**config.mk**
```make
export PLATFORM = sky130hd
export DESIGN_NAME = xmem_router
export DESIGN_NICKNAME = d
export VERILOG_FILES = /design/src/rtl/xmem_pkg.sv /design/src/rtl/xmem_cfg_reg.sv /design/src/rtl/xmem_route.sv /design/src/rtl/xmem_seq.sv /design/src/rtl/xmem_router.sv
export SDC_FILE = /design/constraint.sdc
export NUM_CORES = 1
export LEC_CHECK = 0
export BUFFER_PORTS_ARGS = -buffer_cell sky130_fd_sc_hd__buf_4
export CAP_MARGIN = 20
export CELL_PAD_IN_SITES_DETAIL_PLACEMENT = 0
export CELL_PAD_IN_SITES_GLOBAL_PLACEMENT = 2
export CORE_UTILIZATION = 30
export DETAILED_ROUTE_END_ITERATION = 10
export PLACE_DENSITY_LB_ADDON = 0.25
export SLEW_MARGIN = 20
export SYNTH_ARGS = -nofsm -noshare
export SYNTH_HDL_FRONTEND = slang
export SYNTH_SLANG_ARGS = --single-unit
```
**constraint.sdc**
```tcl
create_clock -name clk -period 7 [get_ports clk]
set_clock_uncertainty 0.15 [all_clocks]
set_input_delay 1.05 -clock clk [delete_from_list [all_inputs] [get_ports clk]]
set_output_delay 1.05 -clock clk [all_outputs]
set_load 0.005 [all_outputs]
```
**src/rtl/xmem_pkg.sv**
```systemverilog
package xmem_pkg;
  typedef enum logic [1:0] {
    RT_LOCAL       = 2'b00,
    RT_SPLIT_LATCH = 2'b01,
    RT_SPLIT_PAGE  = 2'b10,
    RT_REMOTE      = 2'b11
  } route_mode_t;

  // Live bits 5..0 of the control register, MSB first.
  typedef struct packed {
    logic        upper_grp;
    logic        split_bus;
    route_mode_t mode;
    logic [1:0]  strobe_w;
  } xcfg_t;

  localparam int CFG_W = 8;
  localparam xcfg_t CFG_RST = xcfg_t'(6'b000011);
endpackage

```
**src/rtl/xmem_cfg_reg.sv**
```systemverilog
module xmem_cfg_reg
  import xmem_pkg::*;
(
  input  logic             clk,
  input  logic             rst,
  input  logic             we,
  input  logic [CFG_W-1:0] wdata,
  output xcfg_t            cfg,
  output logic [CFG_W-1:0] rdata
);
  localparam int LIVE_W = $bits(xcfg_t);

  always_ff @(posedge clk) begin
    if (rst) cfg <= CFG_RST;
    else if (we) cfg <= xcfg_t'(wdata[LIVE_W-1:0]);
  end

  assign rdata = {{(CFG_W-LIVE_W){1'b0}}, cfg};
endmodule

```
**src/rtl/xmem_route.sv**
```systemverilog
module xmem_route
  import xmem_pkg::*;
#(
  parameter int AW       = 16,
  parameter int SHORT_W  = 8,
  parameter int LOCAL_AW = 13
) (
  input  route_mode_t          mode,
  input  logic                 short_addr,
  input  logic [AW-1:0]        addr,
  input  logic [AW-SHORT_W-1:0] hi_latch,
  input  logic [AW-SHORT_W-1:0] page_sel,
  output logic [AW-1:0]        eff_addr,
  output logic                 remote
);
  logic [AW-SHORT_W-1:0] hi_src;

  always_comb begin
    hi_src   = (mode == RT_SPLIT_LATCH) ? hi_latch : page_sel;
    eff_addr = short_addr ? {hi_src, addr[SHORT_W-1:0]} : addr;
    unique case (mode)
      RT_LOCAL:  remote = 1'b0;
      RT_REMOTE: remote = 1'b1;
      default:   remote = |eff_addr[AW-1:LOCAL_AW];
    endcase
  end
endmodule

```
**src/rtl/xmem_seq.sv**
```systemverilog
module xmem_seq
  import xmem_pkg::*;
#(
  parameter int AW       = 16,
  parameter int DW       = 8,
  parameter int SHORT_W  = 8,
  parameter int LOCAL_AW = 13
) (
  input  logic                  clk,
  input  logic                  rst,
  input  logic                  req,
  input  logic                  wr,
  input  logic [AW-1:0]         eff_addr,
  input  logic                  remote,
  input  logic [DW-1:0]         wdata,
  input  xcfg_t                 cfg,
  output logic [DW-1:0]         rdata,
  output logic                  done,
  output logic                  ram_en,
  output logic                  ram_we,
  output logic [LOCAL_AW-1:0]   ram_addr,
  output logic [DW-1:0]         ram_wdata,
  input  logic [DW-1:0]         ram_rdata,
  output logic                  xb_upper,
  output logic [AW-SHORT_W-1:0] xb_ahi,
  output logic [SHORT_W-1:0]    xb_alo,
  output logic [DW-1:0]         xb_ad,
  output logic                  xb_ad_oe,
  input  logic [DW-1:0]         xb_din,
  output logic                  xb_ale,
  output logic                  xb_rd,
  output logic                  xb_wr
);
  typedef enum logic [2:0] {
    S_IDLE, S_LWAIT, S_LCAP, S_AHI, S_ALO, S_DSTB, S_DEND
  } st_t;

  st_t            state;
  logic           wr_q;
  logic [DW-1:0]  wd_q;
  logic [1:0]     wid_q;
  logic [1:0]     cnt;

  always_ff @(posedge clk) begin
    if (rst) begin
      state     <= S_IDLE;
      wr_q      <= 1'b0;
      wd_q      <= '0;
      wid_q     <= '0;
      cnt       <= '0;
      rdata     <= '0;
      done      <= 1'b0;
      ram_en    <= 1'b0;
      ram_we    <= 1'b0;
      ram_addr  <= '0;
      ram_wdata <= '0;
      xb_upper  <= 1'b0;
      xb_ahi    <= '0;
      xb_alo    <= '0;
      xb_ad     <= '0;
      xb_ad_oe  <= 1'b0;
      xb_ale    <= 1'b0;
      xb_rd     <= 1'b0;
      xb_wr     <= 1'b0;
    end else begin
      done   <= 1'b0;
      ram_en <= 1'b0;
      xb_rd  <= 1'b0;
      xb_wr  <= 1'b0;
      unique case (state)
        S_IDLE: if (req) begin
          wr_q  <= wr;
          wd_q  <= wdata;
          wid_q <= cfg.strobe_w;
          if (!remote) begin
            ram_en    <= 1'b1;
            ram_we    <= wr;
            ram_addr  <= eff_addr[LOCAL_AW-1:0];
            ram_wdata <= wdata;
            state     <= S_LWAIT;
          end else begin
            xb_upper <= cfg.upper_grp;
            xb_ahi   <= eff_addr[AW-1:SHORT_W];
            if (cfg.split_bus) begin
              xb_alo   <= eff_addr[SHORT_W-1:0];
              xb_ad    <= wdata;
              xb_ad_oe <= wr;
              state    <= S_DSTB;
            end else begin
              xb_alo   <= '0;
              xb_ad    <= DW'(eff_addr[SHORT_W-1:0]);
              xb_ad_oe <= 1'b1;
              xb_ale   <= 1'b1;
              cnt      <= cfg.strobe_w;
              state    <= S_AHI;
            end
          end
        end
        S_LWAIT: state <= S_LCAP;
        S_LCAP: begin
          if (!wr_q) rdata <= ram_rdata;
          done  <= 1'b1;
          state <= S_IDLE;
        end
        S_AHI: begin
          if (cnt == '0) begin
            xb_ale <= 1'b0;
            cnt    <= wid_q;
            state  <= S_ALO;
          end else begin
            cnt <= cnt - 2'd1;
          end
        end
        S_ALO: begin
          if (cnt == '0) begin
            xb_ad    <= wd_q;
            xb_ad_oe <= wr_q;
            xb_rd    <= !wr_q;
            xb_wr    <= wr_q;
            state    <= S_DEND;
          end else begin
            cnt <= cnt - 2'd1;
          end
        end
        S_DSTB: begin
          xb_rd <= !wr_q;
          xb_wr <= wr_q;
          state <= S_DEND;
        end
        S_DEND: begin
          if (!wr_q) rdata <= xb_din;
          done     <= 1'b1;
          xb_ad_oe <= 1'b0;
          state    <= S_IDLE;
        end
        default: state <= S_IDLE;
      endcase
    end
  end
endmodule

```
**src/rtl/xmem_router.sv**
```systemverilog
module xmem_router
  import xmem_pkg::*;
#(
  parameter int AW       = 16,
  parameter int DW       = 8,
  parameter int SHORT_W  = 8,
  parameter int LOCAL_AW = 13
) (
  input  logic                  clk,
  input  logic                  rst,
  input  logic                  cfg_we,
  input  logic [7:0]            cfg_wdata,
  output logic [7:0]            cfg_rdata,
  input  logic [AW-SHORT_W-1:0] page_sel,
  input  logic [AW-SHORT_W-1:0] hi_latch,
  input  logic                  req,
  input  logic                  wr,
  input  logic                  short_addr,
  input  logic [AW-1:0]         addr,
  input  logic [DW-1:0]         wdata,
  output logic [DW-1:0]         rdata,
  output logic                  done,
  output logic                  ram_en,
  output logic                  ram_we,
  output logic [LOCAL_AW-1:0]   ram_addr,
  output logic [DW-1:0]         ram_wdata,
  input  logic [DW-1:0]         ram_rdata,
  output logic                  xb_upper,
  output logic [AW-SHORT_W-1:0] xb_ahi,
  output logic [SHORT_W-1:0]    xb_alo,
  output logic [DW-1:0]         xb_ad,
  output logic                  xb_ad_oe,
  input  logic [DW-1:0]         xb_din,
  output logic                  xb_ale,
  output logic                  xb_rd,
  output logic                  xb_wr
);
  xcfg_t         cfg;
  logic [AW-1:0] eff_addr;
  logic          remote;

  xmem_cfg_reg u_cfg (
    .clk(clk), .rst(rst), .we(cfg_we), .wdata(cfg_wdata),
    .cfg(cfg), .rdata(cfg_rdata)
  );

  xmem_route #(.AW(AW), .SHORT_W(SHORT_W), .LOCAL_AW(LOCAL_AW)) u_route (
    .mode(cfg.mode), .short_addr(short_addr), .addr(addr),
    .hi_latch(hi_latch), .page_sel(page_sel),
    .eff_addr(eff_addr), .remote(remote)
  );

  xmem_seq #(.AW(AW), .DW(DW), .SHORT_W(SHORT_W), .LOCAL_AW(LOCAL_AW)) u_seq (
    .clk(clk), .rst(rst), .req(req), .wr(wr), .eff_addr(eff_addr),
    .remote(remote), .wdata(wdata), .cfg(cfg),
    .rdata(rdata), .done(done),
    .ram_en(ram_en), .ram_we(ram_we), .ram_addr(ram_addr),
    .ram_wdata(ram_wdata), .ram_rdata(ram_rdata),
    .xb_upper(xb_upper), .xb_ahi(xb_ahi), .xb_alo(xb_alo),
    .xb_ad(xb_ad), .xb_ad_oe(xb_ad_oe), .xb_din(xb_din),
    .xb_ale(xb_ale), .xb_rd(xb_rd), .xb_wr(xb_wr)
  );
endmodule

```
* After elaboration in Yosys (flattened, before gate mapping)
Index checks and enable logic that the tools add are counted.
** Storage, ports and cells
- Register bits after elaboration :: 83
- Input bits :: 70
- Output and inout port bits :: 69
- Word-level logic and storage cells :: 104
** Operators by class
- $add $sub $neg :: 1
- Eq/ne operators :: 16
- Multiplexer cells :: 40
- Bitwise logic cells :: 3
- Reduce and logical (&&, ||, !) cells :: 21
** Operators with widths (number)
- $mux 8 :: 8
- $pmux 8 s2 :: 2
- $mux 16 :: 1
- $mux 3 :: 5
- $pmux 3 s5 :: 1
- $mux 1 :: 12
- $reduce_and 3->1 :: 4
- $mux 2 :: 5
- $ne 2x2->1 const B :: 5
- $reduce_and 5->1 :: 2
- $eq 3x3->1 const B :: 3
- $pmux 1 s2 :: 4
- $reduce_and 4->1 :: 2
- $eq 3x2->1 const B :: 2
- $ne 2x1->1 const B :: 3
- $pmux 2 s3 :: 1
- $reduce_bool 2->1 :: 3
- $reduce_bool 3->1 :: 2
- $reduce_or 3->1 :: 2
- $logic_not 2->1 :: 2
- $eq 3x1->1 const B :: 1
- $logic_not 3->1 :: 1
- $not 1->1 :: 3
- $pmux 1 s3 :: 1
- other kinds (6) :: 6

* Depth between registers and ports, before layout
- Depth after elaboration :: 8
- Depth in mapped cells :: 9
- Mapped depth without buffers :: 7

* Cells and area by module
From an unflattened synthesis, not the netlist that was laid out.
** Second synthesis, totals
- Cell total of the unflattened synthesis :: 468
- Area, all modules :: 3773.6 um^2
** By module, submodules not included
- xmem_seq :: instances 1, cells each 400, area each 3214.3 um^2, sequential area each 1541.5 um^2
- xmem_cfg_reg :: instances 1, cells each 28, area each 280.3 um^2, sequential area each 120.1 um^2
- xmem_route :: instances 1, cells each 40, area each 279.0 um^2, sequential area each 0.0 um^2

* Least setup slack after synthesis
OpenSTA, ideal clock, no wires.
- Path kind :: input port to flip-flop
- Start :: input port short_addr
- End :: register u_seq.xb_ahi[0]
- Library setup time :: 0.121 ns
- Data arrival time :: 2.424 ns
- Required time :: 6.729 ns
- Path slack :: 4.305 ns
- Cell stages on the path :: 5
- Cells stage by stage :: clkbuf_1 a21oi_1 o41a_4 nand2_1 mux2_2
** Between the ends
- Cells in the longest elaborated chain, start to end :: 4
** Ends and longest elaborated chain
- from (decl) :: RTL line xmem_router.sv:18 : input logic short_addr,
- $mux 16 * :: RTL line xmem_route.sv:20 : eff_addr = short_addr ? {hi_src, addr[SHORT_W-1:0]} : addr;
- $reduce_or 3->1 :: RTL line xmem_route.sv:24 : default: remote = |eff_addr[AW-1:LOCAL_AW];
- $pmux 1 s2 :: RTL line xmem_route.sv:21 : unique case (mode)
- $reduce_and 3->1 (no source line)
- to (signal assigned) :: RTL line xmem_seq.sv:83 : xb_ahi <= eff_addr[AW-1:SHORT_W];
- to (decl) :: RTL line xmem_seq.sv:25 : output logic [AW-SHORT_W-1:0] xb_ahi,
Mark *: on every way between the ends. The rest lies on a longest branch, timed or not.
A chain may end at the register's enable or synchronous reset.

* Worst setup path in the final report
- Start :: register, netlist name u_cfg.cfg[2]
- End :: register u_seq.xb_ahi[1]
** Between the ends
- Cells in the longest elaborated chain, start to end :: 6
- Elaborated cells between the ends (all ways) :: 8
- Classes of those cells :: 2 x eq/ne; 3 x mux; 3 x reduce/logical
** Ends and longest elaborated chain
- $eq 2x1->1 :: RTL line xmem_route.sv:19 : hi_src = (mode == RT_SPLIT_LATCH) ? hi_latch : page_sel;
- $mux 8 :: RTL line xmem_route.sv:19
- $mux 16 :: RTL line xmem_route.sv:20
- $reduce_or 3->1 :: RTL line xmem_route.sv:24
- $pmux 1 s2 :: RTL line xmem_route.sv:21
- $reduce_and 3->1 (no source line)
Parallel ways exist; a longest one is shown, timed or not.

==> flow_summary.ini <==
[route]
drt_pass1_iterations = 4
via_per_inst = 5.065
drc = 0
vias = 3844
routed_wl_um = 11890
drt_iter0_markers = 213
ant_nets = 0
routedWlPerCell_um = 15.67

[clock_network]
cts_made_buffers = 9
postCtsHoldBufs = 0
clock-root-buffer = clkbuf_16
h-tree-depth = 3
clkLatencyLatePin_ns = 0.34
ctsResizeCount = 0
clockBufferDepth = 2
path_clk_slew_ns = 0.06
cts.sinks = 83
cts_tree = done
cts_setup_buffers = 0

[cells_and_area]
area_growth_pct = 34.67
n_antenna_cell = 0
n_fill_cell = 1334
final_nets = 655
layout-drive-gt1-share_pct = 28.62
postLayoutCellArea_sq_um = 5249

[power_and_ir_drop]
power_density_nw_per_um2 = 256.8
p_leak_nw = 2.148
max-vdd-ir-drop_mv = 0.1509

[setup_path]
r2r_cells = 6
r2r_end = u_seq.xb_ahi[1]$_SDFFE_PP0P_
worstSetupEndpointType = flop
startpoint = u_cfg.cfg[2]$_SDFFE_PP0P_
rrSetupSlack_ns = 4.11
start_kind = flop
path_max_fanout = 41
worstPathArrival_ns = 2.97
critPathKind = reg2reg
reg2reg_from = u_cfg.cfg[2]$_SDFFE_PP0P_
required_ns = 7.08
endpoint = u_seq.xb_ahi[1]$_SDFFE_PP0P_

[timing]
slew_headroom_pct = 33.45
fmax_mhz = 345.8
slew_viol_final = 0
hold_viol_final = 0
rsz0062_at_grt = no
finalCritPeriodShare_pct = 41.31
timing.hold.ws_ns = 0.3061
tightest_slew_ns = 0.9970
setup_viol = 0
finalCriticalPeriod_ns = 2.892
tns_ns = 0

[logic_synthesis]
synthCells = 477
synth_top_area_share_pct = 42.63
avgSynthCellArea_sq_um = 8.171
synthFlopType = dfxtp_1
ys_seq_area_share_pct = 42.63
synthTopCellsByCount = dfxtp_1 (83), a21oi_1 (64), o21ai_0 (51)
yosys_register_bits = 83
synth_area_sq_um = 3897
ys_async_sr_fraction_pct = 0
synth-warning-count = 0
netlist_top_cells_area = dfxtp_1 (43%), a21oi_1 (8.2%), o21ai_0 (6.5%), mux2i_1 (6.2%), nand3_1 (4.5%)
yosys.area.top_type = dfxtp_1
yosysUniqueCellTypes = 46
yosysMostFrequentCell = dfxtp_1
synth-edff-count = 0

[floorplanning]
die-area_sq_um = 13450
die_width_um = 116.0
rows = 41
core_area_sq_um = 12620
io_pins = 139
start_util_pct = 30.88
dieHeight_um = 116.0

[global_route]
grt_max_degree = 77
overflow = 0
grt_pass1_vias = 3694
grt_usage_pct = 18.13
antenna_found_initial = 0
grt_pass1_wl_um = 18570

[place]
globalplace.congestion = 0.7687
dpl.hpwl_um = 8109
dpl_cell_area_sq_um = 4954
port_buffers = 134

[status]
status = complete, no violations

[min_path]
hold_start = u_seq.wd_q[1]$_SDFFE_PP0P_
hp-class = reg2reg

[run]
drv_cap = 0
## cells by family (layout without fill, tap and decap cells)
| logic type | after synthesis | in the layout | share of synthesized area [%] |
|---|---|---|---|
| adder cells (fa/ha/maj) | 3 | 3 | 0.9632 |
| other | 1 | 2 | 0.09622 |
| flip-flops | 83 | 83 | 42.63 |
| buffers and inverters | 54 | 163 | 6.099 |
| AND/OR/NAND/NOR | 148 | 148 | 17.98 |
| multiplexers | 28 | 28 | 7.319 |
| AO/OA/AOI/OAI | 160 | 160 | 24.91 |
## report_power, final
part | internal [mW] | leakage [nW] | switching, mW | total (mW)
clock network | 0.284 | 0.145 | 0.191 | 0.475
logic | 0.141 | 1.32 | 0.178 | 0.318
registers | 0.517 | 0.678 | 0.0371 | 0.555
total | 0.942 | 2.15 | 0.405 | 1.35
## worst min path at each step
| stage | endpoint | cells after the start | slack (ns) |
|---|---|---|---|
| 2_1_floorplan | u_seq.wd_q[0]$_SDFFE_PP0P_ | 2 | 0.29 |
| 3_5_place_dp | u_seq.wd_q[1]$_SDFFE_PP0P_ | 2 | 0.30 |
| 4_1_cts | u_seq.wd_q[1]$_SDFFE_PP0P_ | 2 | 0.31 |
| 5_1_grt | u_seq.wd_q[2]$_SDFFE_PP0P_ | 2 | 0.32 |
| 6_report | u_seq.wd_q[1]$_SDFFE_PP0P_ | 2 | 0.31 |
| 3_3_place_gp | u_seq.wd_q[6]$_SDFFE_PP0P_ | 2 | 0.29 |
## stage by stage
step	instances	power [mW]	utilization, %	setup slack (ns)
2_1_floorplan	478	0.7511	-	4.305
3_3_place_gp	743	0.8816	39.25	3.794
3_5_place_dp	743	0.8875	39.25	3.768
4_1_cts	759	1.368	41.59	4.041
5_1_grt	759	1.427	41.59	3.900
6_report	759	1.348	41.59	4.108
## worst max-delay path, cell delays in order (launching register included)
cell and delay [ns]:
dfxtp_1 0.37, ha_1 0.45, mux2i_1 0.13, a21oi_1 0.53, o41a_4 0.52, nand2_1 0.28, mux2_2 0.33
## cell type report
cell class / count / area (sq um) / area share (%)
Clock buffer: 11 / 242.7 / 4.625
Clock inverter: 5 / 52.55 / 1.001
Inverter: 8 / 30.03 / 0.5721
Multi-Input combinational cell: 341 / 2003 / 38.16
Sequential cell: 83 / 1662 / 31.66
Tap cell: 172 / 215.2 / 4.100
Timing Repair Buffer: 139 / 1044 / 19.88
## flip-flops by register name, indices dropped and copies added (netlist names), 2 cells and up
signal,count
u_cfg.cfg,6
u_seq.ram_wdata,8
u_seq.cnt,2
u_seq.state,3
u_seq.xb_alo,8
u_seq.xb_ad,8
u_seq.ram_addr,13
u_seq.xb_ahi,8
u_seq.wd_q,8
u_seq.rdata,8
u_seq.wid_q,2
## metal layers
layer / GRT usage (%) / vias to the layer above / wire [um]
li1: - / 1908 / -
met1: 20.69 / 1820 / 5046
met2: 32.42 / 100 / 6080
met3: 4.759 / 16 / 567
met4: 6.581 / 0 / 197
met5: 0 / - / 0
## placed cells by master, fill, tap and decap left out, drive strengths merged, types with 2 or more instances in the layout
cell type,synthesis,final
conb,1,2
a211oi,8,8
and3,2,2
clkinv,0,3
nand2b,3,3
a311oi,8,8
buf,20,139
o21a,2,2
inv,8,8
o211ai,8,8
nand3,35,35
mux2i,24,24
ha,3,3
nor2,36,36
nor4,3,3
nand4,8,8
nor3,4,4
o21ai,54,54
clkbuf,26,11
dfxtp,83,83
o311a,3,3
a21oi,65,65
o22ai,2,2
nand2,44,44
or3b,2,2
mux2,4,4
a211o,2,2
nor2b,6,6
Power figures use the tool's default switching activity.
